## config.mk

```make
export PLATFORM = sky130hd
export DESIGN_NAME = scl_period_gen
export DESIGN_NICKNAME = d
export VERILOG_FILES = /design/src/rtl/scl_gen_pkg.sv /design/src/rtl/scl_cnt_bank.sv /design/src/rtl/scl_cnt_select.sv /design/src/rtl/scl_phase_seq.sv /design/src/rtl/scl_period_gen.sv
export SDC_FILE = /design/constraint.sdc
export NUM_CORES = 1
export LEC_CHECK = 0
export ABC_AREA = 1
export BUFFER_PORTS_ARGS = -buffer_cell sky130_fd_sc_hd__buf_2
export CORE_MARGIN = 4
export CORE_UTILIZATION = 64
export CTS_BUF_LIST = sky130_fd_sc_hd__clkbuf_8
export DETAILED_ROUTE_END_ITERATION = 7
export PLACE_DENSITY = 0.84
export REMOVE_ABC_BUFFERS = 1
export SETUP_SLACK_MARGIN = 0.02
export SLEW_MARGIN = 10
export SYNTH_ARGS = -nofsm -noshare
export SYNTH_HDL_FRONTEND = slang
export SYNTH_SLANG_ARGS = --single-unit
```

## constraint.sdc

```tcl
create_clock -name clk -period 3.7 [get_ports clk]
set_input_delay 0.37 -clock clk [delete_from_list [all_inputs] [get_ports clk]]
set_output_delay 0.37 -clock clk [all_outputs]
set_load 0.02 [all_outputs]
```

## src/rtl/scl_gen_pkg.sv

```systemverilog
package scl_gen_pkg;

  // Count register select codes (write port decode)
  typedef enum logic [1:0] {
    CSEL_STD_HIGH  = 2'd0,
    CSEL_STD_LOW   = 2'd1,
    CSEL_FAST_HIGH = 2'd2,
    CSEL_FAST_LOW  = 2'd3
  } cnt_sel_e;

  localparam int unsigned NUM_CNT_REGS = 4;
  localparam int unsigned LOW_FLOOR    = 8;  // minimum effective low count
  localparam int unsigned HIGH_FLOOR   = 6;  // minimum effective high count
  localparam int unsigned HIGH_FIXED   = 8;  // sync + filter + control cycles
  localparam int unsigned HOLD_FIXED   = 3;  // start-hold offset past the high count

endpackage

```

## src/rtl/scl_cnt_bank.sv

```systemverilog
module scl_cnt_bank
  import scl_gen_pkg::*;
#(
  parameter int CW = 16
) (
  input  logic                             clk,
  input  logic                             rst,
  input  logic                             lock,
  input  logic                             wr_en,
  input  logic [1:0]                       wr_sel,
  input  logic [CW-1:0]                    wr_data,
  output logic [NUM_CNT_REGS-1:0][CW-1:0]  bank
);

  for (genvar gi = 0; gi < NUM_CNT_REGS; gi++) begin : g_reg
    logic [CW-1:0] q;

    always_ff @(posedge clk) begin
      if (rst) begin
        q <= '0;
      end else if (wr_en && !lock && (wr_sel == 2'(gi))) begin
        q <= wr_data;
      end
    end

    assign bank[gi] = q;
  end

endmodule

```

## src/rtl/scl_cnt_select.sv

```systemverilog
module scl_cnt_select
  import scl_gen_pkg::*;
#(
  parameter int CW = 16
) (
  input  logic                             fast_sel,
  input  logic [NUM_CNT_REGS-1:0][CW-1:0]  bank,
  output logic [CW-1:0]                    low_eff,
  output logic [CW-1:0]                    high_eff
);

  localparam logic [CW-1:0] LOW_MIN  = CW'(LOW_FLOOR);
  localparam logic [CW-1:0] HIGH_MIN = CW'(HIGH_FLOOR);

  logic [CW-1:0] low_raw;
  logic [CW-1:0] high_raw;

  always_comb begin
    if (fast_sel) begin
      low_raw  = bank[CSEL_FAST_LOW];
      high_raw = bank[CSEL_FAST_HIGH];
    end else begin
      low_raw  = bank[CSEL_STD_LOW];
      high_raw = bank[CSEL_STD_HIGH];
    end
    low_eff  = (low_raw  < LOW_MIN)  ? LOW_MIN  : low_raw;
    high_eff = (high_raw < HIGH_MIN) ? HIGH_MIN : high_raw;
  end

endmodule

```

## src/rtl/scl_phase_seq.sv

```systemverilog
module scl_phase_seq
  import scl_gen_pkg::*;
#(
  parameter int CW = 16
) (
  input  logic          clk,
  input  logic          rst,
  input  logic          enable,
  input  logic          scl_in,
  input  logic [CW-1:0] low_eff,
  input  logic [CW-1:0] high_eff,
  output logic          drive_low,
  output logic          low_start,
  output logic          high_start,
  output logic          hold_tick
);

  // One extra bit so that high count plus fixed overhead cannot wrap
  localparam int PW = CW + 1;

  logic          running;
  logic [PW-1:0] cnt;
  logic [PW-1:0] low_end;
  logic [PW-1:0] high_end;
  logic [PW-1:0] hold_pt;

  assign low_end  = {1'b0, low_eff};
  assign high_end = {1'b0, high_eff} + PW'(HIGH_FIXED - 1);
  assign hold_pt  = {1'b0, high_eff} + PW'(HOLD_FIXED - 1);

  always_ff @(posedge clk) begin
    if (rst || !enable) begin
      running    <= 1'b0;
      drive_low  <= 1'b0;
      cnt        <= '0;
      low_start  <= 1'b0;
      high_start <= 1'b0;
      hold_tick  <= 1'b0;
    end else begin
      low_start  <= 1'b0;
      high_start <= 1'b0;
      hold_tick  <= 1'b0;
      if (!running) begin
        // first enabled edge: pull the line and start counting at once
        running   <= 1'b1;
        drive_low <= 1'b1;
        cnt       <= '0;
        low_start <= 1'b1;
      end else if (drive_low) begin
        if (cnt == low_end) begin
          drive_low  <= 1'b0;
          cnt        <= '0;
          high_start <= 1'b1;
        end else begin
          cnt <= cnt + 1'b1;
        end
      end else if (scl_in) begin
        // released phase advances only on high samples
        hold_tick <= (cnt == hold_pt);
        if (cnt == high_end) begin
          drive_low <= 1'b1;
          cnt       <= '0;
          low_start <= 1'b1;
        end else begin
          cnt <= cnt + 1'b1;
        end
      end
    end
  end

endmodule

```

## src/rtl/scl_period_gen.sv

```systemverilog
module scl_period_gen
  import scl_gen_pkg::*;
#(
  parameter int CW = 16
) (
  input  logic          clk,
  input  logic          rst,
  input  logic          enable,
  input  logic          fast_sel,
  input  logic          cnt_wr,
  input  logic [1:0]    cnt_sel,
  input  logic [CW-1:0] cnt_wdata,
  input  logic          scl_in,
  output logic          scl_drive_low,
  output logic          low_start,
  output logic          high_start,
  output logic          hold_tick
);

  logic [NUM_CNT_REGS-1:0][CW-1:0] bank;
  logic [CW-1:0]                   low_eff;
  logic [CW-1:0]                   high_eff;

  scl_cnt_bank #(.CW(CW)) u_bank (
    .clk     (clk),
    .rst     (rst),
    .lock    (enable),
    .wr_en   (cnt_wr),
    .wr_sel  (cnt_sel),
    .wr_data (cnt_wdata),
    .bank    (bank)
  );

  scl_cnt_select #(.CW(CW)) u_sel (
    .fast_sel (fast_sel),
    .bank     (bank),
    .low_eff  (low_eff),
    .high_eff (high_eff)
  );

  scl_phase_seq #(.CW(CW)) u_seq (
    .clk        (clk),
    .rst        (rst),
    .enable     (enable),
    .scl_in     (scl_in),
    .low_eff    (low_eff),
    .high_eff   (high_eff),
    .drive_low  (scl_drive_low),
    .low_start  (low_start),
    .high_start (high_start),
    .hold_tick  (hold_tick)
  );

endmodule

```

==> results of run 1 <==
==> per-layer routing <==
layer	global-route usage [%]	up-vias
li1	-	2419
met1	38.89	2313
met2	49.91	290
met3	6.255	50
met4	14.02	0
met5	0	-
==> critical path, cell delays in order <==
cell     delay (ps)
buf_2           310
inv_4           210
nand2_1         120
nand2_1         130
nor2_1          120
nand2_1          60
nor2_1          150
nand2_2         140
nand2_1         140
inv_1            80
ha_1            220
o21ai_2         250
nand3_1         160
nor3_1          250
xor2_1          170
nand3_1         100
nor2_2          100
nand2_1          70
nand2_1         100
nand3_2         100
nand2_4         210
nor2_1           60
==> registers in the layout, indices dropped and copies added (netlist names) <==
register and count:
u_bank.g.q 64, u_seq.cnt 17, u_seq.drive_low 1, u_seq.high_start 1, u_seq.hold_tick 1, u_seq.low_start 1
u_seq.running 1
==> layout make-up <==
cell class | instances | area [um^2]
Clock buffer | 11 | 151.4
Fill cell | 611 | 2052
Inverter | 74 | 280.3
Timing Repair Buffer | 34 | 187.7
Sequential cell | 86 | 1722
Tap cell | 99 | 123.9
Clock inverter | 5 | 65.06
Multi-Input combinational cell | 566 | 2826
==> kinds of logic (layout without fill, tap and decap cells) <==
family | Yosys count | count (layout) | synth area share, %
compound gates | 94 | 94 | 10.38
xor+xnor | 48 | 48 | 8.697
fa+ha+maj | 3 | 3 | 0.7520
buf+inv | 102 | 124 | 9.098
flops | 86 | 86 | 34.49
mux | 4 | 4 | 0.8020
simple gates | 417 | 417 | 35.79
==> worst max-delay path by stage <==
| stage | start | end | slack (ps) | cells after the start |
|---|---|---|---|---|
| after global placement | fast_sel | u_seq.cnt[4] | 220 | 22 |
| final | fast_sel | u_seq.cnt[3] | 330 | 22 |
| after floorplan | fast_sel | u_seq.cnt[3] | 860 | 20 |
| after CTS | u_bank.g_reg[0].q[10] | u_seq.cnt[6] | 440 | 18 |
| after global routing | fast_sel | u_seq.cnt[5] | 50 | 23 |
| after detailed placement | fast_sel | u_seq.cnt[5] | 80 | 22 |
==> metrics by stage <==
step / cell area (um^2) / hold WS [ps] / utilization [%] / cells / total power (W)
finish: 5356 / 262.7 / 72.30 / 875 / 0.001884
global route: 5356 / 268.1 / 72.30 / 875 / 0.001956
CTS: 5356 / 250.0 / 72.30 / 875 / 0.001881
detailed placement: 5140 / 453.7 / 69.38 / 859 / 0.001195
global placement: 5140 / 448.8 / 69.38 / 859 / 0.001188
floorplan: 4818 / 431.1 / - / 726 / 0.001112
==> where the power goes <==
part           switching [W]  internal (W)  leakage, nW
Sequential        0.00000940      0.000942        0.696
Clock               0.000349      0.000355        0.110
Combinational       0.000155     0.0000730         1.36
==> placed cells by master (no fill, tap or decap), types with 2 or more instances in the layout <==
cell type and n:
nor2_4 2, inv_1 67, nor4_1 2, nand2_1 268, mux2i_1 4, nand3_1 27, nand3_2 3, ha_1 3
a21oi_1 65, clkbuf_8 11, dfxtp_1 86, xor2_1 43, o22ai_1 6, nor3_1 13, o21ai_0 8, a211oi_1 6
nand4_1 14, buf_4 7, nor2_2 12, clkinv_1 2, or2_2 2, a31oi_1 2, nor2_1 58, inv_2 4
clkinv_4 3, buf_2 27, nor3_2 3, xnor2_1 4, nand2_2 9
==> impl_summary.log, run 1 <==
INFO  metric timing.hold.worst.start = rst
INFO  metric run_status = completed
INFO  metric ys.warnings.count = 0
INFO  metric hold-path-cell-count = 2
INFO  metric detailroute.via_count = 5,072
INFO  metric synth.avg_cell_area = 6.621 um^2
INFO  metric worst_slew_margin_relative_to_its_limit = 56.53%
INFO  metric worst-endpoint-required = 3960 ps
INFO  metric cts_tree = yes
INFO  metric post_synth_instance_area = 4992 um^2
INFO  metric detailroute.wirelength.met2 = 6.207 mm
INFO  metric final-setup-viol-count = 0
INFO  metric postCtsResizedCells = 0
INFO  metric final_max_slew_viol_count = 0
INFO  metric asyncSetResetFlopFracSynth = 0%
INFO  metric crit_fanout = 26
INFO  metric start_util = 67.39%
INFO  metric synth_flop_cell = dfxtp_1
INFO  metric detailroute.wirelength.met3 = 1.281 mm
INFO  metric clk_path_buf_depth = 2
INFO  metric clock_tree.root_cell = clkbuf_8
INFO  metric tightest_slew = 652.1 ps
INFO  metric wirelength_met1 = 5.544 mm
INFO  metric post_route_cells_drive_above_1_share = 11.47%
INFO  metric path_class = in2reg
INFO  metric worst_min_delay_path_category = in2reg
INFO  metric fin_setup_tns = 0 ps
INFO  metric irDropWorstVdd = 0.0002799 V
INFO  metric post-dp-hpwl = 9.964 mm
INFO  metric nets = 798
INFO  metric r2r_end = u_seq.cnt[3]
INFO  metric gp_congestion = 1.056
INFO  metric yosysTopAreaCell = dfxtp_1
INFO  metric drt_first_iter_violations = 346
INFO  metric yosys_register_bits = 86
INFO  metric largest_net_degree_at_the_start_of_global_routing = 65
INFO  metric drt.antenna.violating_nets = 0
INFO  metric power.density_cell_area = 351.7 nW/um^2
INFO  metric antenna_violations_before_repair = 0
INFO  metric cts-htree-levels = 3
INFO  metric vias_per_cell = 5.797
INFO  metric gr-usage-all-layers = 30.64%
INFO  metric postCtsSetupRepairBufs = 0
INFO  metric worstReg2RegStart = u_bank.g_reg[0].q[10]
INFO  metric fmaxAchievable = 296.8 MHz
INFO  metric synth_most_common_cell = nand2_1
INFO  metric clock_insertion_delay_worst_skew = 360 ps
INFO  metric first_global_vias = 4,672
INFO  metric finalHoldViolations = 0
INFO  metric worstPathArrival = 3630 ps
INFO  metric reg2reg_depth = 18
INFO  metric static-leakage-power = 2.168 nW
INFO  metric fp.dieArea = 9278 um^2
INFO  metric hold_buf_count_cts = 0
INFO  metric synth_edf_count = 0
INFO  metric die_height = 96.32 um
INFO  metric synth_top_cells_by_count = 268 x nand2_1, 86 x dfxtp_1, 67 x inv_1, 65 x a21oi_1, 58 x nor2_1
INFO  metric skew = 12.96 ps
INFO  metric wl_per_cell = 15.47 um
INFO  metric synth_seq_area_share = 34.49%
INFO  metric drt_wl_total = 13.54 mm
INFO  metric fin_crit = 3369 ps
INFO  metric grt-ovfl-total = 0
INFO  metric floorplan.io_pins = 28
INFO  metric numPortBuffers = 27
INFO  metric clkSlewWorstSetupHoldPaths = 90 ps
INFO  metric die_width = 96.32 um
INFO  metric setup_repair_after_global_routing_missed_its_margin = no
INFO  metric cts_sinks = 86
INFO  metric highest-signal-layer = met4
INFO  metric dp_worst_slack = 81.91 ps
INFO  metric syn-instance-count = 754
INFO  metric area.growth.synth_to_final = 7.293%
INFO  metric post-route-period-util = 91.06%
INFO  metric row_count = 31
INFO  metric drc_errors = 0
INFO  metric antenna_cells_inserted = 0
INFO  metric core = 7408 um^2
INFO  metric global_route_wire_length_before_repair = 22.05 mm
INFO  metric finalWorstSetupSlack = 330.8 ps
INFO  metric cts_buffers = 9
INFO  metric worst_hold_path.endpoint = u_seq.running
INFO  metric regToRegSetupSlack = 340 ps
INFO  metric launching_element_type_of_the_critical_path = input pin
INFO  metric synth_area_leaders = dfxtp_1 34%, nand2_1 20%, xor2_1 7.5%
INFO  metric netlist.area_leader.share = 34.49%
INFO  metric maxCapViolations = 0
INFO  metric timing.critical_path.to_type = flop
INFO  metric synth.lib_cells_used.distinct = 41
INFO  metric drt_pass1_iterations = 6
Note: power is estimated with default switching activity, not from simulation.
==> run 2, diff against run 1 <==
--- a/config.mk
+++ b/config.mk
@@ -5,15 +5,13 @@
 export SDC_FILE = /design/constraint.sdc
 export NUM_CORES = 1
 export LEC_CHECK = 0
-export ABC_AREA = 1
+export ABC_AREA = 0
 export BUFFER_PORTS_ARGS = -buffer_cell sky130_fd_sc_hd__buf_2
-export CORE_MARGIN = 4
 export CORE_UTILIZATION = 64
 export CTS_BUF_LIST = sky130_fd_sc_hd__clkbuf_8
 export DETAILED_ROUTE_END_ITERATION = 7
 export PLACE_DENSITY = 0.84
 export REMOVE_ABC_BUFFERS = 1
-export SETUP_SLACK_MARGIN = 0.02
 export SLEW_MARGIN = 10
 export SYNTH_ARGS = -nofsm -noshare
 export SYNTH_HDL_FRONTEND = slang
==> run 2 against run 1 <==
Compared with the run above: clock skew grew 1.1 ps; global-route usage grew 7.1 points; design area grew 11%; cell count shrank 3.9%; worst hold slack lost 3.8 ps; largest cell class unchanged; clock-buffer cell count shrank 2.
==> impl_summary.log, run 2 <==
INFO  metric cp_top_family = simple AND/OR/NAND/NOR gates
INFO  metric yosysTopAreaCell = dfxtp_1
INFO  metric wl_per_cell = 18.15 um
INFO  metric start_util = 66.94%
INFO  metric syn-instance-count = 684
INFO  metric floorplan.io_pins = 28
INFO  metric drt.antenna.violating_nets = 0
INFO  metric hold_buf_count_cts = 0
INFO  metric launching_element_type_of_the_critical_path = flop
INFO  metric setup_repair_after_global_routing_missed_its_margin = yes
INFO  metric synth_top_cells_by_count = 173 x nand2_1, 86 x dfxtp_1, 79 x a21oi_1, 41 x xnor2_1, 34 x nor2_1
INFO  metric post-dp-hpwl = 11.21 mm
INFO  metric netlist.area_leader.share = 32.94%
INFO  metric die_width = 92.37 um
INFO  metric post-route-period-util = 99.73%
INFO  metric drc_errors = 0
INFO  metric fp.dieArea = 8531 um^2
INFO  metric cp_num_cells = 15
INFO  metric irDropWorstVdd = 0.0002652 V
INFO  metric worst_min_delay_path_category = in2reg
INFO  metric synth.avg_cell_area = 7.641 um^2
INFO  metric clock_insertion_delay_worst_skew = 380 ps
INFO  metric drt_wl_total = 15.26 mm
INFO  metric cts-htree-levels = 3
INFO  metric area.growth.synth_to_final = 14.10%
INFO  metric number_of_buffer_and_inverter_instances_along_the_worst_setup_path = 2
INFO  metric crit_fanout = 15
INFO  metric vias_per_cell = 6.237
INFO  metric synth_most_common_cell = nand2_1
INFO  metric finalHoldViolations = 0
INFO  metric ys.warnings.count = 0
INFO  metric largestRegisters = u_bank.g.q x64, u_seq.cnt x17
INFO  metric synth.lib_cells_used.distinct = 66
INFO  metric largest_register_ff_count = 64
INFO  metric post_route_cells_drive_above_1_share = 17.05%
INFO  metric reg2reg_depth = 15
INFO  metric first_global_vias = 5,124
INFO  metric skew = 14.08 ps
INFO  metric worst-endpoint-required = 3960 ps
INFO  metric cts_sinks = 86
INFO  metric gr-usage-all-layers = 37.76%
INFO  metric clock_tree.root_cell = clkbuf_8
INFO  metric clk_path_buf_depth = 2
INFO  metric post_synth_instance_area = 5226 um^2
INFO  metric cts_tree = yes
INFO  metric final_max_slew_viol_count = 0
INFO  metric final_cell_mix = 172 x nand2_1, 84 x dfxtp_1, 77 x a21oi_1
INFO  metric yosys_register_bits = 86
INFO  metric antenna_violations_before_repair = 0
INFO  metric final_core_utilization = 76.38%
INFO  metric final-setup-viol-count = 0
INFO  metric global_route_wire_length_before_repair = 25.08 mm
INFO  metric hold-path-cell-count = 3
INFO  metric worst_slew_margin_relative_to_its_limit = 24.24%
INFO  metric fillCellCount = 628
INFO  metric synth_flop_cell = dfxtp_1
INFO  metric synth_edf_count = 0
INFO  metric die_height = 92.37 um
INFO  metric antenna_cells_inserted = 0
INFO  metric grt-ovfl-total = 0
INFO  metric worstPathArrival = 3950 ps
INFO  metric critPathSlowestCell = or4b_4
INFO  metric nets = 761
INFO  metric detailroute.via_count = 5,245
INFO  metric largest-register = u_bank.g.q
INFO  metric tightest_slew = 1132 ps
INFO  metric timing.critical_path.to_type = flop
INFO  metric timing.critical_path.slowest_cell_delay = 590 ps
INFO  metric synth_area_leaders = dfxtp_1 33%, nand2_1 12%, a21oi_1 7.6%
INFO  metric placement.cell_area = 5642 um^2
INFO  metric layout.cells.most_common = nand2_1
INFO  metric layout.cell_area.non_filler = 5963 um^2
INFO  metric largest_net_degree_at_the_start_of_global_routing = 65
INFO  metric run_status = completed
INFO  metric row_count = 32
INFO  metric static-leakage-power = 2.297 nW
INFO  metric asyncSetResetFlopFracSynth = 0%
INFO  metric chain_of_cells_forming_the_critical_path = nor4_2 > buf_4 > nand3b_1 > a2111oi_4 > or2_4 > ha_2 > xor2_2 > xnor2_1 > or3_1 > a21oi_1 > o21ai_0 > or4b_4 > nor3_4 > buf_12 > nor3b_1
INFO  metric fin_crit = 3690 ps
INFO  metric gp_congestion = 0.9831
INFO  metric cts_buffers = 9
INFO  metric drt_pass1_iterations = 7
INFO  metric core = 7807 um^2
INFO  metric maxCapViolations = 0
INFO  metric numPortBuffers = 27
INFO  metric power.density_cell_area = 322.2 nW/um^2
INFO  metric drt_first_iter_violations = 492
INFO  metric fin_setup_tns = 0 ps
INFO  metric fmaxAchievable = 271.0 MHz
INFO  metric path_class = reg2reg
INFO  metric clkSlewWorstSetupHoldPaths = 100 ps
INFO  metric synth_seq_area_share = 32.94%
run 2: worst min-delay path, stage by stage:
cell     delay, ps
buf_2          120
nand2_1         50
a21oi_1         50
run 2: final timing paths:
| check | start | endpoint | slack (ps) |
|---|---|---|---|
| worst max-delay path | u_bank.g_reg[0].q[12] | u_seq.cnt[11] | 10 |
| worst min-delay path | cnt_wdata[11] | u_bank.g_reg[2].q[11] | 260 |
| worst min register to register | u_bank.g_reg[3].q[0] | u_bank.g_reg[3].q[0] | 460 |
| worst max register to register | u_bank.g_reg[0].q[12] | u_seq.cnt[11] | 10 |
run 2: cell type report:
cell class,count,area (um^2),area share (%)
clock buffer,9,123.9,2.077
clock inverter,7,72.57,1.217
inverter,7,26.28,0.4406
multi-input combinational,551,3351,56.19
sequential,86,1724,28.91
tap,102,127.6,2.140
timing repair buffer,79,538.0,9.022
run 2: metal layers:
layer  up-vias  share of wire (%)  track usage, %
li1       2489                  -               -
met1      2462                 40           47.73
met2       230                 48           64.57
met3        64                7.7           4.433
met4         0                3.5           16.54
met5         -                  0               0
run 2: logic make-up (layout without fill, tap and decap cells):
| kind of cell | after synthesis | count (layout) | synth area share, % |
|---|---|---|---|
| fa+ha+maj | 3 | 3 | 0.7183 |
| buf+inv | 47 | 102 | 4.429 |
| compound gates | 137 | 137 | 16.33 |
| xor+xnor | 55 | 55 | 9.217 |
| mux | 37 | 37 | 7.254 |
| simple gates | 319 | 319 | 29.11 |
| flops | 86 | 86 | 32.94 |
run 2: per-stage QoR:
stage	cells	worst slack, ps	total power, W	hold slack [ps]
floorplan	644	-67.49	0.001111	426.8
global placement	819	-5.617	0.001228	441.1
detailed placement	819	-104.6	0.001235	444.9
CTS	837	12.64	0.001892	254.0
global route	841	-114.6	0.001976	266.9
finish	841	9.814	0.001921	258.9
run 2: timing repair:
item,CTS,global route
buffers inserted,2,4
resized for setup,6,12
endpoints found under the setup margin,17,19
gates cloned,0,0
pin swaps,5,6
run 2: report_power, final:
group          switching (W)  internal [W]  leakage (nW)
Sequential         0.0000153      0.000942         0.697
Combinational       0.000165      0.000121          1.50
Clock               0.000412      0.000265        0.0970
Total               0.000593       0.00133          2.30
